`config.mk`:
```
export PLATFORM = sky130hd
export DESIGN_NAME = i2c_tgt_ringbuf
export DESIGN_NICKNAME = d
export VERILOG_FILES = /design/src/rtl/i2c_tgt_pkg.sv /design/src/rtl/i2c_tgt_sync.sv /design/src/rtl/i2c_tgt_ring.sv /design/src/rtl/i2c_tgt_engine.sv /design/src/rtl/i2c_tgt_ringbuf.sv
export SDC_FILE = /design/constraint.sdc
export NUM_CORES = 1
export LEC_CHECK = 0
export BUFFER_PORTS_ARGS = -buffer_cell sky130_fd_sc_hd__buf_2
export CAP_MARGIN = 20
export CORE_MARGIN = 2
export CORE_UTILIZATION = 60
export CTS_CLUSTER_DIAMETER = 50
export DETAILED_ROUTE_END_ITERATION = 10
export PLACE_DENSITY_LB_ADDON = 0.1
export SLEW_MARGIN = 20
export SYNTH_ARGS = -nofsm -noshare
export SYNTH_HDL_FRONTEND = slang
export SYNTH_SLANG_ARGS = --single-unit
```
`constraint.sdc`:
```
create_clock -name clk -period 3.09 [get_ports clk]
set_clock_uncertainty 0.05 [all_clocks]
set_input_delay 0.1545 -clock clk [delete_from_list [all_inputs] [get_ports clk]]
set_output_delay 0.1545 -clock clk [all_outputs]
set_load 0.05 [all_outputs]
```
`src/rtl/i2c_tgt_pkg.sv`:
```
package i2c_tgt_pkg;
  localparam int BYTE_W = 8;
  localparam int ADDR_W = 7;
  localparam int BYTE_EDGES = 2 * BYTE_W;
  localparam int EDGE_W = $clog2(BYTE_EDGES);

  typedef enum logic [3:0] {
    ST_IDLE,
    ST_START,
    ST_ADDR,
    ST_AACK,
    ST_RXB,
    ST_RXH,
    ST_RXA,
    ST_TXL,
    ST_TXB,
    ST_TXA
  } tgt_state_t;
endpackage

```
`src/rtl/i2c_tgt_sync.sv`:
```
module i2c_tgt_sync #(
  parameter int STAGES = 2
) (
  input  logic clk,
  input  logic rst_n,
  input  logic scl_i,
  input  logic sda_i,
  output logic scl_s,
  output logic sda_s,
  output logic scl_rise,
  output logic scl_fall,
  output logic start_ev,
  output logic stop_ev
);
  logic [1:0] raw;
  logic [1:0] lvl;
  logic [1:0] lvl_q;

  assign raw = {sda_i, scl_i};

  for (genvar ln = 0; ln < 2; ln++) begin : g_line
    logic [STAGES-1:0] pipe;
    always_ff @(posedge clk or negedge rst_n) begin
      if (!rst_n) pipe <= '1;
      else        pipe <= {pipe[STAGES-2:0], raw[ln]};
    end
    assign lvl[ln] = pipe[STAGES-1];
  end

  always_ff @(posedge clk or negedge rst_n) begin
    if (!rst_n) lvl_q <= '1;
    else        lvl_q <= lvl;
  end

  assign scl_s    = lvl[0];
  assign sda_s    = lvl[1];
  assign scl_rise = lvl[0] & ~lvl_q[0];
  assign scl_fall = ~lvl[0] & lvl_q[0];
  // SDA moving while SCL stays high marks a bus condition
  assign start_ev = lvl[0] & lvl_q[0] & lvl_q[1] & ~lvl[1];
  assign stop_ev  = lvl[0] & lvl_q[0] & ~lvl_q[1] & lvl[1];
endmodule

```
`src/rtl/i2c_tgt_ring.sv`:
```
module i2c_tgt_ring #(
  parameter int AW = 3,
  parameter int W  = 8
) (
  input  logic         clk,
  input  logic         rst_n,
  input  logic         flush,
  input  logic         in_valid,
  output logic         in_ready,
  input  logic [W-1:0] in_data,
  output logic         out_valid,
  input  logic         out_ready,
  output logic [W-1:0] out_data
);
  localparam int DEPTH = 1 << AW;

  logic [AW-1:0] head, tail, head_nx, tail_nx;
  logic [W-1:0]  mem [DEPTH];
  logic          empty, full, push, pop;

  assign head_nx   = head + 1'b1;
  assign tail_nx   = tail + 1'b1;
  assign empty     = (head == tail);
  assign full      = (head_nx == tail);
  assign out_valid = ~empty;
  // a pop in the same cycle frees the slot a push needs
  assign in_ready  = ~full | out_ready;
  assign push      = in_valid & in_ready;
  assign pop       = out_valid & out_ready;
  assign out_data  = mem[tail];

  always_ff @(posedge clk or negedge rst_n) begin
    if (!rst_n) begin
      head <= '0;
      tail <= '0;
    end else if (flush) begin
      head <= '0;
      tail <= '0;
    end else begin
      if (push) head <= head_nx;
      if (pop)  tail <= tail_nx;
    end
  end

  always_ff @(posedge clk) begin
    if (push && !flush) mem[head] <= in_data;
  end
endmodule

```
`src/rtl/i2c_tgt_engine.sv`:
```
module i2c_tgt_engine
  import i2c_tgt_pkg::*;
(
  input  logic              clk,
  input  logic              rst_n,
  input  logic [ADDR_W-1:0] own_addr,
  input  logic              scl_s,
  input  logic              sda_s,
  input  logic              scl_rise,
  input  logic              scl_fall,
  input  logic              start_ev,
  input  logic              stop_ev,
  output logic              rx_wr_valid,
  input  logic              rx_wr_ready,
  output logic [BYTE_W-1:0] rx_wr_data,
  input  logic              tx_rd_valid,
  output logic              tx_rd_ready,
  input  logic [BYTE_W-1:0] tx_rd_data,
  output logic              scl_oe,
  output logic              sda_oe
);
  localparam logic [EDGE_W-1:0] LAST_EDGE = EDGE_W'(BYTE_EDGES - 1);
  localparam logic [EDGE_W-1:0] ACK_EDGE  = EDGE_W'(1);

  tgt_state_t        st;
  logic [EDGE_W-1:0] cnt;
  logic [BYTE_W-1:0] rx_sh;
  logic [BYTE_W-1:0] tx_sh;
  logic              rd_dir;
  logic              ack_smp;
  logic              byte_done;
  logic              slot_done;
  logic              addr_hit;

  assign byte_done   = scl_fall && (cnt == LAST_EDGE);
  assign slot_done   = scl_fall && (cnt == ACK_EDGE);
  assign addr_hit    = (rx_sh == '0) || (rx_sh[BYTE_W-1:1] == own_addr);
  assign rx_wr_valid = (st == ST_RXH) || ((st == ST_RXB) && byte_done);
  assign rx_wr_data  = rx_sh;
  assign tx_rd_ready = (st == ST_TXL);

  always_ff @(posedge clk or negedge rst_n) begin
    if (!rst_n) begin
      st      <= ST_IDLE;
      cnt     <= '0;
      rx_sh   <= '0;
      tx_sh   <= '0;
      rd_dir  <= 1'b0;
      ack_smp <= 1'b1;
      scl_oe  <= 1'b0;
      sda_oe  <= 1'b0;
    end else if (stop_ev) begin
      st     <= ST_IDLE;
      scl_oe <= 1'b0;
      sda_oe <= 1'b0;
    end else if (start_ev) begin
      st     <= ST_START;
      scl_oe <= 1'b0;
      sda_oe <= 1'b0;
    end else begin
      if (scl_rise || scl_fall) cnt <= cnt + 1'b1;
      if (scl_rise) rx_sh <= {rx_sh[BYTE_W-2:0], sda_s};
      unique case (st)
        ST_IDLE: ;
        ST_START: begin
          if (!scl_s) begin
            st  <= ST_ADDR;
            cnt <= '0;
          end
        end
        ST_ADDR: begin
          if (byte_done) begin
            cnt <= '0;
            if (addr_hit) begin
              rd_dir <= rx_sh[0];
              sda_oe <= 1'b1;
              st     <= ST_AACK;
            end else begin
              st <= ST_IDLE;
            end
          end
        end
        ST_AACK: begin
          if (slot_done) begin
            sda_oe <= 1'b0;
            cnt    <= '0;
            st     <= rd_dir ? ST_TXL : ST_RXB;
          end
        end
        ST_RXB: begin
          if (byte_done) begin
            cnt <= '0;
            if (rx_wr_ready) begin
              sda_oe <= 1'b1;
              st     <= ST_RXA;
            end else begin
              scl_oe <= 1'b1;
              st     <= ST_RXH;
            end
          end
        end
        ST_RXH: begin
          if (rx_wr_ready) begin
            sda_oe <= 1'b1;
            cnt    <= '0;
            st     <= ST_RXA;
          end
        end
        ST_RXA: begin
          // SDA is already low; let SCL go one cycle later
          if (scl_oe) scl_oe <= 1'b0;
          if (slot_done) begin
            sda_oe <= 1'b0;
            cnt    <= '0;
            st     <= ST_RXB;
          end
        end
        ST_TXL: begin
          cnt <= '0;
          if (tx_rd_valid) begin
            tx_sh  <= tx_rd_data;
            sda_oe <= ~tx_rd_data[BYTE_W-1];
            st     <= ST_TXB;
          end else begin
            sda_oe <= 1'b0;
            st     <= ST_IDLE;
          end
        end
        ST_TXB: begin
          if (byte_done) begin
            sda_oe <= 1'b0;
            cnt    <= '0;
            st     <= ST_TXA;
          end else if (scl_fall) begin
            tx_sh  <= {tx_sh[BYTE_W-2:0], 1'b0};
            sda_oe <= ~tx_sh[BYTE_W-2];
          end
        end
        ST_TXA: begin
          if (scl_rise) ack_smp <= sda_s;
          if (slot_done) begin
            cnt <= '0;
            st  <= ack_smp ? ST_IDLE : ST_TXL;
          end
        end
        default: st <= ST_IDLE;
      endcase
    end
  end
endmodule

```
`src/rtl/i2c_tgt_ringbuf.sv`:
```
module i2c_tgt_ringbuf
  import i2c_tgt_pkg::*;
#(
  parameter int RX_AW = 3,
  parameter int TX_AW = 3,
  parameter int SYNC_STAGES = 2
) (
  input  logic              clk,
  input  logic              rst_n,
  input  logic [ADDR_W-1:0] own_addr,
  input  logic              flush,
  input  logic              scl_i,
  input  logic              sda_i,
  output logic              scl_oe,
  output logic              sda_oe,
  output logic              rx_valid,
  input  logic              rx_ready,
  output logic [BYTE_W-1:0] rx_data,
  input  logic              tx_valid,
  output logic              tx_ready,
  input  logic [BYTE_W-1:0] tx_data
);
  logic scl_s, sda_s, scl_rise, scl_fall, start_ev, stop_ev;
  logic rx_wr_valid, rx_wr_ready;
  logic tx_rd_valid, tx_rd_ready;
  logic [BYTE_W-1:0] rx_wr_data, tx_rd_data;
  logic rx_wr_fire, tx_pop;

  assign rx_wr_fire = rx_wr_valid & rx_wr_ready;
  assign tx_pop     = tx_rd_valid & tx_rd_ready;

  i2c_tgt_sync #(.STAGES(SYNC_STAGES)) sync_i (
    .clk(clk), .rst_n(rst_n), .scl_i(scl_i), .sda_i(sda_i),
    .scl_s(scl_s), .sda_s(sda_s), .scl_rise(scl_rise), .scl_fall(scl_fall),
    .start_ev(start_ev), .stop_ev(stop_ev)
  );

  i2c_tgt_engine eng_i (
    .clk(clk), .rst_n(rst_n), .own_addr(own_addr),
    .scl_s(scl_s), .sda_s(sda_s), .scl_rise(scl_rise), .scl_fall(scl_fall),
    .start_ev(start_ev), .stop_ev(stop_ev),
    .rx_wr_valid(rx_wr_valid), .rx_wr_ready(rx_wr_ready), .rx_wr_data(rx_wr_data),
    .tx_rd_valid(tx_rd_valid), .tx_rd_ready(tx_rd_ready), .tx_rd_data(tx_rd_data),
    .scl_oe(scl_oe), .sda_oe(sda_oe)
  );

  i2c_tgt_ring #(.AW(RX_AW), .W(BYTE_W)) rx_ring_i (
    .clk(clk), .rst_n(rst_n), .flush(flush),
    .in_valid(rx_wr_valid), .in_ready(rx_wr_ready), .in_data(rx_wr_data),
    .out_valid(rx_valid), .out_ready(rx_ready), .out_data(rx_data)
  );

  i2c_tgt_ring #(.AW(TX_AW), .W(BYTE_W)) tx_ring_i (
    .clk(clk), .rst_n(rst_n), .flush(flush),
    .in_valid(tx_valid), .in_ready(tx_ready), .in_data(tx_data),
    .out_valid(tx_rd_valid), .out_ready(tx_rd_ready), .out_data(tx_rd_data)
  );
endmodule

```
=== Word level (Yosys, flattened, before mapping) ===
Memories as Yosys holds them, arrays and structs flattened.
Index checks and enable logic that the tools add are counted.

* Input bits: 22
* Register bits: 45
* Memories kept: 2
* ROM bits: 0
* RAM bits: 128
* Word-level logic and storage cells: 162
* Output and inout bits: 12
* Bits in latches: 0

* Shift-type cells: 0
* Equality and inequality tests: 32
* Multipliers: 0
* Add/subtract/negate cells: 5
* Bitwise logic cells: 25
* Reduce and logical (&&, ||, !) cells: 29
* $lt $le $gt $ge: 0
* Div/mod/pow operators: 0
* Muxes and demuxes: 54

{| class="wikitable"
|+ Memories
! name !! words !! width !! rd ports !! clocked after Yosys merged registers in !! wr ports !! RTL line !! RTL
|-
| rx_ring_i.mem || 8 || 8 || 1 || 0 || 1 || i2c_tgt_ring.sv:18 || <nowiki>logic [W-1:0] mem [DEPTH];</nowiki>
|-
| tx_ring_i.mem || 8 || 8 || 1 || 0 || 1 || i2c_tgt_ring.sv:18 ||
|}

{| class="wikitable"
|+ Operator list
! operator !! number
|-
| 4-bit 2-to-1 mux || 16
|-
| 4-bit one-hot mux with 10 select lines || 1
|-
| 4-bit by 1-bit inequality test with 1-bit output, second input constant || 9
|-
| 3-bit 2-to-1 mux || 9
|-
| 7-bit 2-to-1 mux || 3
|-
| 4-bit one-hot mux with 5 select lines || 1
|-
| 1-bit 2-to-1 mux || 18
|-
| 4-bit by 3-bit == test with 1-bit output, second input constant || 4
|-
| 7-bit one-hot mux with 2 select lines || 1
|-
| 3-bit by 1-bit adder with 3-bit output, second input constant || 4
|-
| 3-bit == test || 4
|-
| 4-bit == test, second input constant || 3
|-
| 1-bit inverter || 12
|-
| 6-bit AND reduction || 2
|-
| 1-bit AND || 11
|-
| 2-bit nonzero test || 5
|-
| 9-bit AND reduction || 1
|-
| 4-bit by 1-bit == test with 1-bit output, second input constant || 2
|-
| 4-bit by 2-bit == test with 1-bit output, second input constant || 2
|-
| 8-bit logical NOT || 1
|-
| 8-bit nonzero test || 1
|-
| 7-bit == test || 1
|-
| 2-bit 2-to-1 mux || 3
|-
| 1-bit one-hot mux with 6 select lines || 1
|-
| 20 further kinds || 30
|}

=== Longest topological paths before layout ===
* Depth in word-level cells: 9
* Depth in mapped cells: 8
* Depth with buffers taken out: 8

=== Modules after synthesis ===
A second synthesis with hierarchy kept.

* Cells, all modules: 479
* Area, all modules: 7840.0 sq um

{| class="wikitable"
|+ By module, submodules not included
! module !! cells an instance !! instances !! sequential area each (sq um) !! area an instance (sq um)
|-
| i2c_tgt_ring at tx_ring_i || 149 || 1 || 2072.0 || 3019.1
|-
| i2c_tgt_ring at rx_ring_i || 149 || 1 || 2072.0 || 2947.8
|-
| i2c_tgt_engine || 171 || 1 || 676.9 || 1682.9
|-
| i2c_tgt_sync || 10 || 1 || 157.7 || 190.2
|}

=== Worst setup path before layout ===
No wires, ideal clock.

* Path kind: reg2reg
* Start point: reg tx_ring_i.tail[2]
* End point: mem tx_ring_i.mem[6][0], enable pin
* Required time: 2.645 ns
* Period minus slack after synthesis: 2.959 ns
* Arrival time: 2.515 ns
* Path buffers: 1
* Path slack: 0.131 ns
* Library setup time: 0.395 ns
* Cell stages (with the launch flop): 6
* Cell sequence: dfrtp_1 -> buf_4 -> xnor3_1 -> nand4_1 -> nand2_1 -> nor4_1

* Longest elaborated chain between the ends: 7

{| class="wikitable"
|+ Ends and longest elaborated chain
! what !! RTL line !! RTL
|-
| from (decl) || i2c_tgt_ring.sv:17 || <nowiki>logic [AW-1:0] head, tail, head_nx, tail_nx;</nowiki>
|-
| from (signal assigned) || i2c_tgt_ring.sv:41 || <nowiki>if (pop) tail <= tail_nx;</nowiki>
|-
| 3-bit == test || i2c_tgt_ring.sv:24 || <nowiki>assign full = (head_nx == tail);</nowiki>
|-
| 1-bit inverter || i2c_tgt_ring.sv:27 || <nowiki>assign in_ready = ~full | out_ready;</nowiki>
|-
| 1-bit OR || i2c_tgt_ring.sv:27 ||
|-
| via tx_ready || i2c_tgt_ringbuf.sv:20 || <nowiki>output logic tx_ready,</nowiki>
|-
| 1-bit AND || i2c_tgt_ring.sv:28 || <nowiki>assign push = in_valid & in_ready;</nowiki>
|-
| 1-bit logical AND || i2c_tgt_ring.sv:46 || <nowiki>if (push && !flush) mem[head] <= in_data;</nowiki>
|-
| 1-bit 2-to-1 mux || i2c_tgt_ring.sv:46 ||
|-
| 1-bit 2-to-1 mux (not written as such) || i2c_tgt_ring.sv:46 ||
|-
| to (decl) || i2c_tgt_ring.sv:18 ||
|}

The timed path passes the listed nets, and every way through them passes these cells.

=== Worst setup path in the final report ===
* Start point: reg rx_ring_i.head[1]
* End point: mem rx_ring_i.mem[2][3], enable pin

* Longest elaborated chain between the ends: 8

{| class="wikitable"
|+ Ends and longest elaborated chain
! what !! RTL line !! RTL
|-
| from (decl) || i2c_tgt_ring.sv:17 ||
|-
| from (signal assigned) || i2c_tgt_ring.sv:40 || <nowiki>if (push) head <= head_nx;</nowiki>
|-
| 3-bit by 1-bit adder with 3-bit output || i2c_tgt_ring.sv:21 || <nowiki>assign head_nx = head + 1'b1;</nowiki>
|-
| 3-bit == test || i2c_tgt_ring.sv:24 ||
|-
| 1-bit inverter || i2c_tgt_ring.sv:27 ||
|-
| 1-bit OR || i2c_tgt_ring.sv:27 ||
|-
| 1-bit AND || i2c_tgt_ring.sv:28 ||
|-
| 1-bit logical AND || i2c_tgt_ring.sv:46 ||
|-
| 1-bit 2-to-1 mux || i2c_tgt_ring.sv:46 ||
|-
| 1-bit 2-to-1 mux (not written as such) || i2c_tgt_ring.sv:46 ||
|-
| to (decl) || i2c_tgt_ring.sv:18 ||
|}

Several ways; a longest one is shown, not always the timed one.

==> metrics <==
initial antenna violation count 0; clock sink total between 150 and 200; vias 4193; Synth Flop Type edfxtp_1; commonest cells after routing, fill and taps aside edfxtp_1 (128), dfrtp_1 (38), mux4_2 (32), buf_2 (32), nor2_1 (31); ys async rst share 0.260; VDD IR max 0.479 mV; buffers added on ports 33; status finished, final reports clean; layout cells sized above 1 0.280; Leak 0.00314 uW; drt total wl around 14 mm; synth warn 0; commonest non-fill, non-tap cell in the layout edfxtp_1; nets 567; Die X 116 um; cts hold-fix bufs 13; core area 12500 um^2; Fin Hold WS 0.0560 ns; DR pass1 iterations 7; min setup slack post-route 0.387 ns; Worst path max stage delay between 0.4 and 0.5 ns; Yosys top cell area share 0.508; Crit-path slowest cell dfrtp_1; minimum period implied by the final worst setup slack 2.70 ns; # Post-CTS Setup Buffers 0; CTS clk-pin slew, worst paths 0.06 ns; CP dominant cell by count nor4_4; largest net degree at the start of global routing 46; WP data required 3.12 ns; synthesized area 7560 um^2; EDFF count, synth 128; Synth area leaders edfxtp_1 (51%), dfrtp_1 (13%), mux4_2 (9.5%), mux2_2 (2.7%), dfstp_2 (2.4%); count of different cell masters after synthesis 60; hpwl dp 9.46 mm; crit-path cells ha_1 > xor2_1 > nor4_4 > nor4_4 > nor3b_2 > and3b_1; syn_area_per_cell approximately 16 um^2; initial drt markers 368; Setup TNS 0 ns; GRT Total Usage 0.232; total CTS buffers 17; vias in the first global route roughly 4200; drt wl/cell roughly 20 um; area grow syn2layout 15.0%; RSZ-0062 raised after global routing false; Worst Path Arrival 2.73 ns; Setup WS pre-CTS 0.407 ns; chip height between 100 and 150 um; IO Pins 34; clock root buffer clkbuf_16; critical-path maximum fanout 10; H-tree depth 4; maximum buffer depth of the clock tree 2; Worst Tran Pin Value 0.762 ns; first-pass GRT wire length ~23 mm; grt total ovfl 0; Initial Util 0.607; family with the most delay on the worst path simple AND/OR/NAND/NOR gates; PD cells 680 nW/um^2; post-place instance area 8010 um^2; Final Instance Area 8700 um^2; antenna-violating nets left 0; Yosys reg bits about 170; clock insertion delay at the later pin of the skew report 0.42 ns; final hold viol count 0; sequential fraction of the synthesis area 0.658; Buf/Inv on CP 0; Tot Pwr 5920 uW; Die ar. 13500 um^2; synthesized net count 502; largest area contributor in the netlist edfxtp_1; Placer Congestion 0.860; Hold WC Path Type in2reg; Via density 5.83; Max-Cap Viols 0; CTS tree done; Final period util 0.875; Resized cells post-CTS 0; fmax between 0.3 and 0.4 GHz; # DRC 0; std cell rows 41; kind of critical path reg2reg; CP startpoint kind flop; Synth Instances 470; fin. max-slew vios 0; Antenna Cells 0; Setup crit end kind flop; final setup fails 0; max_slew headroom 0.488
==> flip-flops by register name, summed over array words and instances (netlist names) <==
| register | cells |
|---|---|
| rx_ring_i.mem | 64 |
| tx_ring_i.mem | 64 |
| eng_i.cnt | 4 |
| tx_ring_i.tail | 3 |
| sync_i.g_line.pipe | 4 |
| eng_i.scl_oe | 1 |
| tx_ring_i.head | 3 |
| eng_i.st | 4 |
| eng_i.rx_wr_data | 8 |
| rx_ring_i.head | 3 |
| eng_i.tx_sh | 7 |
| eng_i.rd_dir | 1 |
| sync_i.lvl_q | 2 |
| eng_i.ack_smp | 1 |
| rx_ring_i.tail | 3 |
| eng_i.sda_oe | 1 |
==> area by class of cell <==
class,count,area (um^2)
multi-input cells,266,2440
fillers,852,3760
flip-flops and latches,173,4980
repair buffers,71,485
clock buffers,20,437
clock inverters,11,119
inverters,6,22.5
well taps,172,215
==> synth_stat cells, drive strengths merged, types with 2 or more instances <==
cell type	n
a31oi	2
xnor2	7
mux2	18
and3	2
clkbuf	11
or3	2
a21o	2
nor4	7
buf	14
o211a	2
nor4bb	2
dfrtp	38
nor2	32
o32ai	2
a21oi	13
ha	10
nand4	2
nand2b	2
mux4	32
o21ai	16
mux2i	11
and3b	4
dfstp	7
o311ai	2
edfxtp	128
nand3	9
nor3b	9
nor3	6
nor2b	8
and2	3
xor2	20
nand2	23
inv	6
a22o	3
==> worst reg2reg max path, cell delays in order, from the launching register on <==
cell	delay, ns
dfrtp_1	0.48
ha_1	0.36
xor2_1	0.24
nor4_4	0.09
nor4_4	0.38
nor3b_2	0.32
and3b_1	0.44
==> final timing paths <==
path	startpoint	to	slack [ns]	cells after the start
worst max-delay path	rx_ring_i.head[1]$_DFFE_PN0P_	rx_ring_i.mem[2][3]$_DFFE_PP_	0.39	6
worst min-delay path	flush	rx_ring_i.tail[0]$_DFFE_PN0P_	0.06	2
worst max register to register	rx_ring_i.head[1]$_DFFE_PN0P_	rx_ring_i.mem[2][3]$_DFFE_PP_	0.39	6
worst min register to register	sync_i.g_line[0].pipe[0]$_DFF_PN1_	sync_i.g_line[0].pipe[1]$_DFF_PN1_	0.31	0
max in group asynchronous	rst_n	tx_ring_i.head[0]$_DFFE_PN0P_	2.36	2
min in group asynchronous	rst_n	rx_ring_i.tail[2]$_DFFE_PN0P_	0.22	2
==> where the power goes <==
part	internal, uW	total (uW)	switching [uW]	leakage, uW
Sequential	2740	2980	245	0.00173
Combinational	389	927	538	0.00114
Clock	1180	2000	825	0.000264
Total	4310	5920	1610	0.00314
==> metrics by stage <==
step	instances	utilization
after floorplan	470	-
after global placement	675	0.643
after detailed placement	675	0.643
after CTS	719	0.698
after global routing	719	0.698
final	719	0.698
==> layer usage <==
metal	track usage	share of wire	vias to the layer above
li1	-	-	1941
met1	0.333	0.46	2114
met2	0.345	0.47	117
met3	0.0560	0.053	21
met4	0.102	0.019	0
met5	0	0	-
==> cell families (layout without fill, tap and decap cells) <==
logic type      Yosys count  after routing  share of synthesized area
flops                   173            173                      0.658
simple gates            115            115                     0.0863
mux                      61             61                      0.137
compound gates           51             51                     0.0453
buf+inv                  31            108                     0.0197
xor+xnor                 29             29                     0.0374
fa+ha+maj                10             10                     0.0165
No activity file was read; power rests on OpenSTA's default activity.
